[src/rtl/slot_alloc_pkg.sv]
package slot_alloc_pkg;
  // The decode template is four lanes wide; lane 0 is the complex lane.
  localparam int SLOTS = 4;
  localparam int CNT_W = $clog2(SLOTS + 1);

  // Strobes from control to datapath.
  typedef struct packed {
    logic             load;       // update slot registers this edge
    logic             toSeq;      // lane 0 carries a sequencer-bound instruction
    logic [SLOTS-1:0] placeMask;  // positions placed this cycle
  } allocStrobe_t;
endpackage

[src/rtl/slot_alloc_ctrl.sv]
module slot_alloc_ctrl
  import slot_alloc_pkg::*;
#(
  parameter int OPS_W         = 4,
  parameter int SLOT0_MAX_OPS = 4
) (
  input  logic                   clk,
  input  logic                   rst_n,
  input  logic [SLOTS-1:0]       inValid,
  input  logic [SLOTS*OPS_W-1:0] inOps,
  input  logic                   dnReady,
  input  logic                   seqDone,
  output allocStrobe_t           strobe,
  output logic [CNT_W-1:0]       takeCount
);
  localparam logic [OPS_W-1:0] OPS_ONE   = OPS_W'(1);
  localparam logic [OPS_W-1:0] OPS_LIMIT = OPS_W'(SLOT0_MAX_OPS);

  logic             seqBusy;
  logic [SLOTS-1:0] placeMask;
  logic             toSeq;

  // In-order packing: lane 0 takes any count, long ones go alone to the
  // sequencer; later lanes extend the run only with single-op entries.
  always_comb begin
    placeMask = '0;
    toSeq     = 1'b0;
    if (dnReady && !seqBusy && inValid[0]) begin
      placeMask[0] = 1'b1;
      if (inOps[OPS_W-1:0] > OPS_LIMIT) begin
        toSeq = 1'b1;
      end else begin
        for (int k = 1; k < SLOTS; k++) begin
          if (placeMask[k-1] && inValid[k] && (inOps[k*OPS_W +: OPS_W] == OPS_ONE))
            placeMask[k] = 1'b1;
        end
      end
    end
  end

  always_ff @(posedge clk) begin
    if (!rst_n)                 seqBusy <= 1'b0;
    else if (dnReady && toSeq)  seqBusy <= 1'b1;
    else if (seqDone)           seqBusy <= 1'b0;
  end

  assign strobe.load      = dnReady;
  assign strobe.toSeq     = toSeq;
  assign strobe.placeMask = placeMask;
  assign takeCount        = CNT_W'($countones(placeMask));

  AST_BUSY_TAKES_NONE: assert property (@(posedge clk) disable iff (!rst_n)
    seqBusy |-> (takeCount == '0));
  AST_STALL_TAKES_NONE: assert property (@(posedge clk) disable iff (!rst_n)
    !dnReady |-> (takeCount == '0));
  AST_SEQ_TAKEN_ALONE: assert property (@(posedge clk) disable iff (!rst_n)
    strobe.toSeq |-> (takeCount == CNT_W'(1)));
  AST_PREFIX_MASK: assert property (@(posedge clk) disable iff (!rst_n)
    ((placeMask & (placeMask + 1'b1)) == '0));
endmodule

[src/rtl/slot_alloc_dpath.sv]
module slot_alloc_dpath
  import slot_alloc_pkg::*;
#(
  parameter int DATA_W        = 16,
  parameter int OPS_W         = 4,
  parameter int SLOT0_MAX_OPS = 4
) (
  input  logic                    clk,
  input  logic                    rst_n,
  input  allocStrobe_t            strobe,
  input  logic [SLOTS*OPS_W-1:0]  inOps,
  input  logic [SLOTS*DATA_W-1:0] inData,
  output logic [SLOTS-1:0]        slotValid,
  output logic [SLOTS*OPS_W-1:0]  slotOps,
  output logic [SLOTS*DATA_W-1:0] slotData,
  output logic                    slot0ToSeq
);
  localparam logic [OPS_W-1:0] OPS_ONE   = OPS_W'(1);
  localparam logic [OPS_W-1:0] OPS_LIMIT = OPS_W'(SLOT0_MAX_OPS);

  for (genvar g = 0; g < SLOTS; g++) begin : gSlot
    always_ff @(posedge clk) begin
      if (!rst_n) begin
        slotValid[g]                  <= 1'b0;
        slotOps[g*OPS_W +: OPS_W]     <= '0;
        slotData[g*DATA_W +: DATA_W]  <= '0;
      end else if (strobe.load) begin
        slotValid[g] <= strobe.placeMask[g];
        if (strobe.placeMask[g]) begin
          slotOps[g*OPS_W +: OPS_W]    <= inOps[g*OPS_W +: OPS_W];
          slotData[g*DATA_W +: DATA_W] <= inData[g*DATA_W +: DATA_W];
        end
      end
    end

    if (g > 0) begin : gSimpleLane
      AST_SIMPLE_LANE_ONE_OP: assert property (@(posedge clk) disable iff (!rst_n)
        slotValid[g] |-> (slotOps[g*OPS_W +: OPS_W] == OPS_ONE));
    end
  end

  always_ff @(posedge clk) begin
    if (!rst_n)           slot0ToSeq <= 1'b0;
    else if (strobe.load) slot0ToSeq <= strobe.toSeq;
  end

  AST_LANE0_CAP: assert property (@(posedge clk) disable iff (!rst_n)
    (slotValid[0] && !slot0ToSeq) |-> (slotOps[OPS_W-1:0] <= OPS_LIMIT));
  AST_SEQ_SOLO: assert property (@(posedge clk) disable iff (!rst_n)
    slot0ToSeq |-> (slotValid == SLOTS'(1)));
  AST_HOLD_ON_STALL: assert property (@(posedge clk) disable iff (!rst_n)
    !strobe.load |=> ($stable(slotValid) && $stable(slotData) && $stable(slot0ToSeq)));
endmodule

[src/rtl/slot_alloc_top.sv]
module slot_alloc_top
  import slot_alloc_pkg::*;
#(
  parameter int DATA_W        = 16,
  parameter int OPS_W         = 4,
  parameter int SLOT0_MAX_OPS = 4
) (
  input  logic                    clk,
  input  logic                    rst_n,
  input  logic [SLOTS-1:0]        inValid,
  input  logic [SLOTS*OPS_W-1:0]  inOps,
  input  logic [SLOTS*DATA_W-1:0] inData,
  input  logic                    dnReady,
  input  logic                    seqDone,
  output logic [CNT_W-1:0]        takeCount,
  output logic [SLOTS-1:0]        slotValid,
  output logic [SLOTS*OPS_W-1:0]  slotOps,
  output logic [SLOTS*DATA_W-1:0] slotData,
  output logic                    slot0ToSeq
);
  allocStrobe_t strobe;

  slot_alloc_ctrl #(.OPS_W(OPS_W), .SLOT0_MAX_OPS(SLOT0_MAX_OPS)) ctrl_i (
    .clk(clk), .rst_n(rst_n), .inValid(inValid), .inOps(inOps),
    .dnReady(dnReady), .seqDone(seqDone), .strobe(strobe), .takeCount(takeCount)
  );

  slot_alloc_dpath #(.DATA_W(DATA_W), .OPS_W(OPS_W), .SLOT0_MAX_OPS(SLOT0_MAX_OPS)) dpath_i (
    .clk(clk), .rst_n(rst_n), .strobe(strobe), .inOps(inOps), .inData(inData),
    .slotValid(slotValid), .slotOps(slotOps), .slotData(slotData), .slot0ToSeq(slot0ToSeq)
  );
endmodule

[config.mk]
export PLATFORM = sky130hd
export DESIGN_NAME = slot_alloc_top
export DESIGN_NICKNAME = d
export VERILOG_FILES = /design/src/rtl/slot_alloc_pkg.sv /design/src/rtl/slot_alloc_ctrl.sv /design/src/rtl/slot_alloc_dpath.sv /design/src/rtl/slot_alloc_top.sv
export SDC_FILE = /design/constraint.sdc
export NUM_CORES = 1
export LEC_CHECK = 0
export ABC_AREA = 1
export ABC_CLOCK_PERIOD_IN_PS = 3420
export BUFFER_PORTS_ARGS = -buffer_cell sky130_fd_sc_hd__buf_4
export CAP_MARGIN = 20
export CORE_MARGIN = 5
export CORE_UTILIZATION = 45
export DETAILED_ROUTE_END_ITERATION = 6
export GPL_ROUTABILITY_DRIVEN = 0
export PLACE_DENSITY = 0.8
export SETUP_SLACK_MARGIN = 0.1
export SYNTH_ARGS = -nofsm -noshare
export SYNTH_HDL_FRONTEND = slang
export SYNTH_SLANG_ARGS = --single-unit
[constraint.sdc]
create_clock -name clk -period 3.42 [get_ports clk]
set_clock_uncertainty 0.15 [all_clocks]
set_input_delay 0.342 -clock clk [delete_from_list [all_inputs] [get_ports clk]]
set_output_delay 0.342 -clock clk [all_outputs]
set_load 0.02 [all_outputs]
==> impl_metrics.py, run 1 <==
metrics = {
    "outcome": {
        "status": "finished, final reports clean",
    },
    "logic_synthesis": {
        "synth_area_mm2": 0.003338,
        "synth_edf_count": 0,
        "yosysUniqueCellTypes": 24,
        "fraction_of_synthesis_flops_using_an_asynchronous_set_or_reset_pin_pct": 0,
        "yosys_most_used_dff": "sky130_fd_sc_hd__dfxtp_1",
        "synth_seq_cells": 86,
        "yosysSeqAreaShare_pct": 51.57,
        "mapped_cells": 451,
        "yosys_warnings": 0,
        "synth_fp_nets": 542,
        "syn_avg_cell_area_um2": 7.402,
    },
    "floorplan": {
        "initial_utilization_pct": 46.02,
        "num_io_pins": 176,
        "design.core.area_mm2": 0.007253,
        "fp.dieArea_mm2": 0.009241,
        "rows": 31,
        "die_y_um": 96.13,
        "chipWidth_um": 96.13,
    },
    "grt": {
        "groute.usage.overall_pct": 19.50,
        "grt_pass1_vias": 3100,
        "total_grt_overflow": 0,
        "maximum_number_of_pins_on_one_net_before_global_route_repair": 60,
        "antenna_found_initial": 0,
        "first_pass_grt_wire_length_um": 14070,
    },
    "timing": {
        "final.setup.tns_ns": 0,
        "final-max-slew-violation-count": 0,
        "slew_headroom_pct": 51.58,
        "max_freq_ghz": 0.3262,
        "period_needed_ns": 3.066,
        "worst_slew_pin_slew_ns": 0.7218,
        "report.final.setup_viol": 0,
        "final_hold_viol_count": 0,
        "finalWorstSetupSlack_ns": 0.3544,
        "grt_setup_unrepaired": "no",
        "finalCritPeriodShare_pct": 89.64,
    },
    "worst_setup_path": {
        "worstSetupPathType": "flop to primary output",
        "timing.critical_path.required_ns": 2.93,
        "cp-start-kind": "flop",
        "critPathArrivalTime_ns": 2.57,
        "maximum_fanout_count_along_the_critical_path": 19,
        "critPathCaptureType": "primary output",
    },
    "finish": {
        "finish.utilization_pct": 67.45,
        "share_of_post_route_cells_with_drive_strength_above_1_pct": 32.96,
        "n_antenna_cell": 0,
        "syn_to_final_growth_pct": 46.55,
        "layout.cells.most_common_list": "183 x sky130_fd_sc_hd__buf_4, 99 x sky130_fd_sc_hd__nor2_1, 86 x sky130_fd_sc_hd__dfxtp_1, 80 x sky130_fd_sc_hd__nand2_1, 66 x sky130_fd_sc_hd__inv_1",
        "fin_nets": 712,
        "layout.cells.most_common": "sky130_fd_sc_hd__buf_4",
    },
    "clocking": {
        "htreeDepth": 3,
        "ctsLongestPathBuffers": 2,
        "tritoncts": "built",
        "clockRootBuffer": "sky130_fd_sc_hd__clkbuf_8",
        "clk_transition_reported_paths_ns": 0.09,
        "worst_skew_pair.late_latency_ns": 0.33,
        "clock_sink_count": 86,
        "cts_made_buffers": 9,
        "cts_setup_buffers": 0,
        "cts-hold-fix-buffers": 0,
    },
    "placed_design": {
        "post-place-ws_ns": 0.3563,
        "hpwlAfterDp_um": 6984,
        "io_buffer_count": 175,
    },
    "drt": {
        "ant_nets": 0,
        "drc": 0,
        "vias_per_cell": 4.646,
        "dr.first_iter.drc_count": 88,
        "detail_route.wl_per_cell_um": 12.86,
        "routed-via-count": 3364,
        "drtPass1Iterations": 5,
        "route.final.wire_length_um": 9314,
    },
    "worst_hold_path": {
        "worstHoldPathType": "primary input to flop",
    },
    "job": {
        "max_cap_violations": 0,
    },
    "pwr": {
        "power.static_leakage_nw": 2.479,
        "power-per-cell-area_mw_per_mm2": 380.5,
        "ir_worst_vdd_mv": 0.2746,
    },
}
## final cells by class
class	instances	area [um^2]
fillers	657	2361
flip-flops and latches	86	1722
repair buffers	183	1374
multi-input cells	272	1239
inverters	69	260.3
clock buffers	11	151.4
well taps	99	123.9
clock inverters	4	22.52
## path summary, 6_finish.rpt
check	startpoint	endpoint	slack (ns)	depth (start not counted)
worst min-delay path	inData[8]	dpath_i.slotData[8]	0.07	3
worst min register to register	dpath_i.slotOps[11]	dpath_i.slotOps[11]	0.29	2
worst max-delay path	ctrl_i.seqBusy	takeCount[1]	0.35	11
worst max register to register	ctrl_i.seqBusy	dpath_i.slotData[30]	1.59	6
## report_power, final
| part | switching [mW] | internal [mW] | total [mW] |
|---|---|---|---|
| registers | 0.00931 | 1.02 | 1.03 |
| clock network | 0.332 | 0.296 | 0.628 |
| logic | 0.0987 | 0.106 | 0.205 |
## layer usage
layer  up-vias  global-route usage (%)  wire length [um]
li1       1714                       -                 -
met3        15                   6.020               953
met5         -                       0                 0
met4         0                   7.227               176
met1      1487                   23.51              3781
met2       148                   32.49              4402
## repair_timing
action,in CTS,in global routing
endpoints found under the setup margin,0,1
hold endpoints to repair,0,0
resized for setup,0,1
## state kept, by name, summed over array words and instances, names as in the netlist
name	cells
dpath_i.slotData	64
dpath_i.slotOps	16
dpath_i.slotValid	4
ctrl_i.seqBusy	1
dpath_i.slot0ToSeq	1
## kinds of logic (layout without fill, tap and decap cells)
family / count (synthesis) / in the layout / share of synthesized area (%)
AO/OA/AOI/OAI: 62 / 62 / 9.558
adder cells (fa/ha/maj): 3 / 3 / 1.349
buffers and inverters: 93 / 267 / 11.32
flip-flops: 86 / 86 / 51.57
AND/OR/NAND/NOR: 207 / 207 / 26.20
## stage by stage
step	std cells	power, mW	hold WS (ns)	cell area (um^2)
3_3_place_gp	709	1.255	0.2731	4717
2_1_floorplan	451	1.133	0.3269	3338
4_1_cts	724	1.886	0.05871	4891
3_5_place_dp	709	1.257	0.2783	4717
5_1_grt	724	1.956	0.06543	4892
6_report	724	1.861	0.07381	4892
## cells in the mapped netlist, types with 2 or more instances
master                     instances  share of area [%]
sky130_fd_sc_hd__inv_2             2               0.22
sky130_fd_sc_hd__a21oi_1          24                3.6
sky130_fd_sc_hd__inv_1            66                7.4
sky130_fd_sc_hd__buf_4             3               0.67
sky130_fd_sc_hd__dfxtp_1          86                 52
sky130_fd_sc_hd__nand2_1          80                9.0
sky130_fd_sc_hd__ha_1              2               0.75
sky130_fd_sc_hd__nor2_1           99                 11
sky130_fd_sc_hd__o21ai_1           7                1.0
sky130_fd_sc_hd__o21ai_0          29                4.3
sky130_fd_sc_hd__nand4_1          16                3.0
sky130_fd_sc_hd__buf_2             8                1.2
sky130_fd_sc_hd__clkbuf_1         12                1.3
sky130_fd_sc_hd__nand3_1           7                1.0
## worst max-delay path, stage by stage, from the launching register on
cell                       delay [ns]
sky130_fd_sc_hd__dfxtp_1         0.34
sky130_fd_sc_hd__nor2_4          0.12
sky130_fd_sc_hd__inv_2           0.07
sky130_fd_sc_hd__nor2_8          0.24
sky130_fd_sc_hd__nand2_1         0.13
sky130_fd_sc_hd__clkinv_2        0.22
sky130_fd_sc_hd__ha_1            0.28
sky130_fd_sc_hd__ha_1            0.19
sky130_fd_sc_hd__inv_1           0.06
sky130_fd_sc_hd__fa_1            0.40
sky130_fd_sc_hd__inv_1           0.06
sky130_fd_sc_hd__buf_4           0.13
(Power assumes the default switching activity.)
==> inputs of run 2 (changes only) <==
Settings changed: CORE_UTILIZATION 45 to 46, SYNTH_HIERARCHICAL set to 1.
==> run 2 against run 1 <==
Compared with the run above: total power increased by 11%; synthesized cell count is 25% higher; maximum frequency is 26% higher; final cell count grew 15%; sequential share of layout area down 2.2 points; highest routed layer unchanged; first-iteration DRC count up 13%; global-route usage shrank 0.53 points; combinational power shrank 10%; die area rose by 5.7%; utilization up 0.071 points.
==> impl_metrics.py, run 2 <==
metrics = {
    "clocking": {
        "cts.repair.resized": 0,
        "clock_sink_count": 86,
        "cts_made_buffers": 9,
        "clockRootBuffer": "sky130_fd_sc_hd__clkbuf_8",
        "ctsLongestPathBuffers": 2,
        "tritoncts": "built",
        "clk_transition_reported_paths_ns": 0.08,
        "cts_setup_buffers": 0,
        "worst_skew_pair.late_latency_ns": 0.33,
        "htreeDepth": 3,
        "cts-hold-fix-buffers": 0,
    },
    "logic_synthesis": {
        "yosys_most_used_dff": "sky130_fd_sc_hd__dfxtp_1",
        "synth_edf_count": 0,
        "synth.top_cells.by_area": "sky130_fd_sc_hd__dfxtp_1 47%, sky130_fd_sc_hd__nand2_1 18%, sky130_fd_sc_hd__nor2_1 17%",
        "fraction_of_post_synthesis_cell_area_in_the_top_cell_type_by_area_pct": 47.42,
        "post-synth-top-count-cell": "sky130_fd_sc_hd__nand2_1",
        "synth_area_mm2": 0.003631,
        "yosys_warnings": 6,
        "fraction_of_synthesis_flops_using_an_asynchronous_set_or_reset_pin_pct": 0,
        "syn_avg_cell_area_um2": 6.461,
        "synthTopCellsByCount": "173 x sky130_fd_sc_hd__nand2_1, 163 x sky130_fd_sc_hd__nor2_1, 90 x sky130_fd_sc_hd__inv_1",
        "yosysSeqAreaShare_pct": 47.42,
        "synth.largest_area_cell": "sky130_fd_sc_hd__dfxtp_1",
        "mapped_cells": 562,
        "synth_seq_cells": 86,
        "synth_fp_nets": 653,
        "yosysUniqueCellTypes": 20,
    },
    "finish": {
        "fin_nets": 816,
        "syn_to_final_growth_pct": 43.69,
        "layout.cells.most_common": "sky130_fd_sc_hd__buf_4",
        "finalInstanceArea_mm2": 0.005218,
        "max_flop_register": "dpath_i/slotData",
        "reg.largest.list": "dpath_i/slotData: 64 flops, dpath_i/slotOps: 16 flops, dpath_i/slotValid: 4 flops",
        "n_antenna_cell": 0,
        "share_of_post_route_cells_with_drive_strength_above_1_pct": 27.67,
        "largest_register_ffs": 64,
        "layout.cells.most_common_list": "179 x sky130_fd_sc_hd__buf_4, 173 x sky130_fd_sc_hd__nand2_1, 163 x sky130_fd_sc_hd__nor2_1, 90 x sky130_fd_sc_hd__inv_1, 86 x sky130_fd_sc_hd__dfxtp_1",
    },
    "floorplan": {
        "fp.dieArea_mm2": 0.009770,
        "design.core.area_mm2": 0.007727,
        "chipWidth_um": 98.85,
        "initial_utilization_pct": 46.99,
        "rows": 32,
        "num_io_pins": 176,
        "die_y_um": 98.85,
    },
    "worst_setup_path": {
        "maximum_fanout_count_along_the_critical_path": 2,
        "worstSetupPathType": "primary input to primary output",
        "reg2reg_depth": 8,
        "critPathArrivalTime_ns": 1.95,
        "cp-start-kind": "primary input",
        "timing.critical_path.required_ns": 2.93,
        "critPathCaptureType": "primary output",
        "rr_startpoint": "ctrl_i/seqBusy",
        "critPathLaunch": "inOps[9]",
    },
    "grt": {
        "total_grt_overflow": 0,
        "groute.usage.overall_pct": 18.96,
        "first_pass_grt_wire_length_um": 15280,
        "grt_pass1_vias": 3425,
        "antenna_found_initial": 0,
        "maximum_number_of_pins_on_one_net_before_global_route_repair": 84,
    },
    "timing": {
        "final-max-slew-violation-count": 0,
        "final.setup.tns_ns": 0,
        "grt_setup_unrepaired": "no",
        "report.final.setup_viol": 0,
        "final_hold_viol_count": 0,
        "finalCritPeriodShare_pct": 71.33,
        "worst_slew_pin_slew_ns": 0.8362,
        "max_freq_ghz": 0.4099,
        "period_needed_ns": 2.440,
        "slew_headroom_pct": 44.25,
    },
    "drt": {
        "drc": 0,
        "route.final.wire_length_um": 9528,
        "dr.first_iter.drc_count": 99,
        "routed-via-count": 3593,
        "ant_nets": 0,
        "detail_route.wl_per_cell_um": 11.45,
        "vias_per_cell": 4.319,
        "drtPass1Iterations": 5,
    },
    "placed_design": {
        "io_buffer_count": 175,
        "postPlaceCellArea_mm2": 0.004969,
        "hpwlAfterDp_um": 7002,
    },
    "pwr": {
        "power.total_mw": 2.069,
        "power.static_leakage_nw": 3.052,
        "ir_worst_vdd_mv": 0.3043,
        "power-per-cell-area_mw_per_mm2": 396.5,
    },
    "worst_hold_path": {
        "worstHoldPathType": "primary input to flop",
        "min-delay-start": "inData[54]",
        "min_path_cells": 3,
    },
    "outcome": {
        "status": "finished, final reports clean",
    },
    "job": {
        "max_cap_violations": 0,
    },
}
## run 2: worst max-delay path: stages
cell                      delay (ns)
sky130_fd_sc_hd__buf_4          0.11
sky130_fd_sc_hd__inv_1          0.04
sky130_fd_sc_hd__nand2_1        0.04
sky130_fd_sc_hd__nor3_1         0.30
sky130_fd_sc_hd__nand3_2        0.13
sky130_fd_sc_hd__nor2_2         0.11
sky130_fd_sc_hd__ha_1           0.24
sky130_fd_sc_hd__ha_1           0.20
sky130_fd_sc_hd__ha_1           0.27
sky130_fd_sc_hd__buf_4          0.16
## run 2: cell families after synthesis
logic type                 after synthesis  share of synthesized area [%]
adders and majority gates                3                          1.034
buffers and inverters                  117                          12.99
DFF                                     86                          47.42
and+or+nand+nor                        348                          37.28
AOI/OAI and AO/OA                        8                          1.275
## run 2: final cells by class
class	count	area, um^2
multi-input cells	359	1438
flip-flops and latches	86	1722
repair buffers	179	1344
clock inverters	3	90.09
inverters	90	337.8
fillers	686	2510
well taps	102	127.6
clock buffers	13	158.9
## run 2: path summary, 6_finish.rpt
path	slack, ns	to
setup / recovery	0.98	takeCount[1]
hold / removal	0.07	dpath_i/slotData[54]
setup reg to reg	1.76	dpath_i/slotData[18]
hold reg to reg	0.31	dpath_i/slotValid[1]
## run 2: per-layer routing
metal	share of wire, %	vias up	GRT usage [%]	wire length (um)
met5	0	-	0	0
met2	48	117	32.33	4579
met1	40	1539	20.57	3764
met3	10	15	8.563	979
met4	2.2	0	7.248	206
li1	-	1922	-	-
## run 2: per-stage QoR
| stage | setup WS, ns | utilization, % | instances | hold WS (ns) |
|---|---|---|---|---|
| after detailed placement | 0.9762 | 64.30 | 816 | 0.3027 |
| final | 0.9804 | 67.52 | 832 | 0.07430 |
| after global placement | 0.9717 | 64.30 | 816 | 0.3007 |
| after floorplan | 1.307 | - | 562 | 0.3269 |
| after global routing | 0.9029 | 67.52 | 832 | 0.05054 |
| after CTS | 0.9700 | 67.52 | 832 | 0.06168 |
## run 2: where the power goes
group | switching (mW) | internal, mW
clock | 0.336 | 0.527
sequential | 0.00758 | 1.01
combinational | 0.0873 | 0.0965
total | 0.430 | 1.64
==> inputs of run 3 (changes only) <==
Settings changed: ABC_CLOCK_PERIOD_IN_PS 3420 to 2100, CORE_UTILIZATION 46 to 42, PLACE_DENSITY 0.8 to 0.77.
Clock period 3.42 ns to 2.1 ns, I/O delays scaled along.
==> run 3 against run 2 <==
Compared with the run above: the flow now finishes with violations (setup timing); largest power group unchanged; utilization up 3.7 points; largest cell class is now buffers; count of clock-buffer cells in the layout unchanged; setup slack worse by 1.1 ns; sequential share of layout area down 4.9 points; wire length up 18%; combinational power up 140%; critical path depth up 1.
==> impl_metrics.py, run 3 (same netlist as run 2, synthesis figures left out) <==
metrics = {
    "placed_design": {
        "placed_cells": 827,
        "io_buffer_count": 175,
        "hpwlAfterDp_um": 7196,
        "post-place-ws_ns": -0.1460,
        "postPlaceCellArea_mm2": 0.005026,
    },
    "grt": {
        "grt.met1_usage_pct": 21.81,
        "total_grt_overflow": 0,
        "busiest_layer": "met2",
        "grtUsageMet3_pct": 5.954,
        "groute.usage.overall_pct": 20.79,
        "antenna_found_initial": 0,
        "globalRouteMet2Util_pct": 39.27,
        "first_pass_grt_wire_length_um": 17460,
        "maximum_number_of_pins_on_one_net_before_global_route_repair": 50,
        "grt_pass1_vias": 3905,
    },
    "worst_setup_path": {
        "worstSetupPathType": "primary input to primary output",
        "critPathCaptureType": "primary output",
        "timing.critical_path.required_ns": 1.74,
        "maximum_fanout_count_along_the_critical_path": 2,
        "critPathArrivalTime_ns": 1.83,
        "cp-start-kind": "primary input",
    },
    "timing": {
        "finalCritPeriodShare_pct": 104.2,
        "period_needed_ns": 2.187,
        "finalWorstSetupSlack_ns": -0.08721,
        "hold_ws_ns": 0.1237,
        "final_hold_viol_count": 0,
        "slew_headroom_pct": 63.27,
        "final-max-slew-violation-count": 0,
        "max_freq_ghz": 0.4572,
        "worst_slew_pin_slew_ns": 0.5509,
        "grt_setup_unrepaired": "yes",
        "final.setup.tns_ns": -0.09050,
        "report.final.setup_viol": 2,
    },
    "finish": {
        "multiInputGateArea_mm2": 0.001488,
        "largest_register_ffs": 64,
        "max_flop_register": "dpath_i/slotData",
        "layout.cells.most_common": "sky130_fd_sc_hd__buf_4",
        "reg.largest.list": "dpath_i/slotData: 64 flops, dpath_i/slotOps: 16 flops, dpath_i/slotValid: 4 flops",
        "n_antenna_cell": 0,
        "finish.utilization_pct": 71.26,
        "share_of_post_route_cells_with_drive_strength_above_1_pct": 26.37,
        "seq_area_mm2": 0.001723,
        "layout.cells.most_common_list": "183 x sky130_fd_sc_hd__buf_4, 173 x sky130_fd_sc_hd__nand2_1, 162 x sky130_fd_sc_hd__nor2_1, 90 x sky130_fd_sc_hd__inv_1, 85 x sky130_fd_sc_hd__dfxtp_1",
        "layout.cells.non_filler": 927,
        "syn_to_final_growth_pct": 68.64,
        "finalInstanceArea_mm2": 0.006123,
        "final.fill_count": 661,
        "fin_nets": 905,
    },
    "drt": {
        "drc": 0,
        "ant_nets": 0,
        "vias_per_cell": 4.300,
        "dr.first_iter.drc_count": 90,
        "detail_route.wl_per_cell_um": 12.14,
        "routed-via-count": 3986,
        "route.final.wire_length_um": 11250,
        "drtPass1Iterations": 4,
    },
    "clocking": {
        "tritoncts": "built",
        "clockRootBuffer": "sky130_fd_sc_hd__clkbuf_8",
        "cts_made_buffers": 9,
        "clk_transition_reported_paths_ns": 0.08,
        "worst_skew_pair.late_latency_ns": 0.33,
        "ctsLongestPathBuffers": 2,
        "clock_sink_count": 86,
        "htreeDepth": 3,
    },
    "floorplan": {
        "die_y_um": 103.0,
        "chipWidth_um": 103.0,
        "design.core.area_mm2": 0.008593,
        "initial_utilization_pct": 42.25,
        "rows": 34,
        "fp.dieArea_mm2": 0.01060,
        "num_io_pins": 176,
    },
    "job": {
        "max_cap_violations": 0,
    },
    "worst_hold_path": {
        "worstHoldPathType": "primary input to flop",
    },
    "outcome": {
        "status": "finished, violations left",
        "violations": "setup timing",
    },
    "pwr": {
        "power.total_mw": 3.288,
        "power-per-cell-area_mw_per_mm2": 536.9,
        "ir_worst_vdd_mv": 0.3585,
        "power.static_leakage_nw": 3.408,
    },
}
[run 3: cell type report]
| cell class | instances | area share [%] |
|---|---|---|
| multi-input cells | 359 | 24.30 |
| clock buffers | 13 | 2.595 |
| clock inverters | 3 | 0.6947 |
| repair buffers | 268 | 36.56 |
| flip-flops and latches | 86 | 28.14 |
| inverters | 90 | 5.517 |
| well taps | 108 | 2.207 |
[run 3: path summary, 6_finish.rpt]
check | start | endpoint | slack (ns) | cells after the start
worst max register to register | ctrl_i/seqBusy | dpath_i/slotOps[15] | 0.50 | 9
worst min register to register | dpath_i/slotValid[3] | dpath_i/slotValid[3] | 0.32 | 2
worst max-delay path | inOps[9] | takeCount[1] | -0.09 | 11
worst min-delay path | dnReady | dpath_i/slot0ToSeq | 0.12 | 4
[run 3: layer usage]
metal / vias to the layer above / routed length [um]
met5: - / 0
met4: 0 / 213
met3: 19 / 807
met2: 120 / 5867
met1: 1747 / 4362
li1: 2100 / -
[run 3: where the power goes]
group / switching (mW) / internal (mW)
Combinational: 0.178 / 0.266
Clock: 0.561 / 0.615
Sequential: 0.0134 / 1.65
Total: 0.753 / 2.53
[run 3: critical path: stages]
cell and delay (ns):
sky130_fd_sc_hd__buf_4 0.11, sky130_fd_sc_hd__inv_1 0.06, sky130_fd_sc_hd__nand2_1 0.08, sky130_fd_sc_hd__nor3_2 0.23
sky130_fd_sc_hd__buf_4 0.15, sky130_fd_sc_hd__nand3_2 0.10, sky130_fd_sc_hd__nor2_4 0.13, sky130_fd_sc_hd__ha_4 0.22
sky130_fd_sc_hd__ha_4 0.17, sky130_fd_sc_hd__ha_4 0.26, sky130_fd_sc_hd__buf_6 0.10
[run 3: what timing repair did]
| item | 4_1_cts | 5_1_grt |
|---|---|---|
| endpoints found under the hold margin | 81 | 0 |
| pin swaps | 4 | 1 |
| hold buffers | 81 | 0 |
| buffers inserted | 2 | 1 |
| endpoints found under the setup margin | 3 | 3 |
| gates cloned | 0 | 0 |
| resized for setup | 10 | 1 |
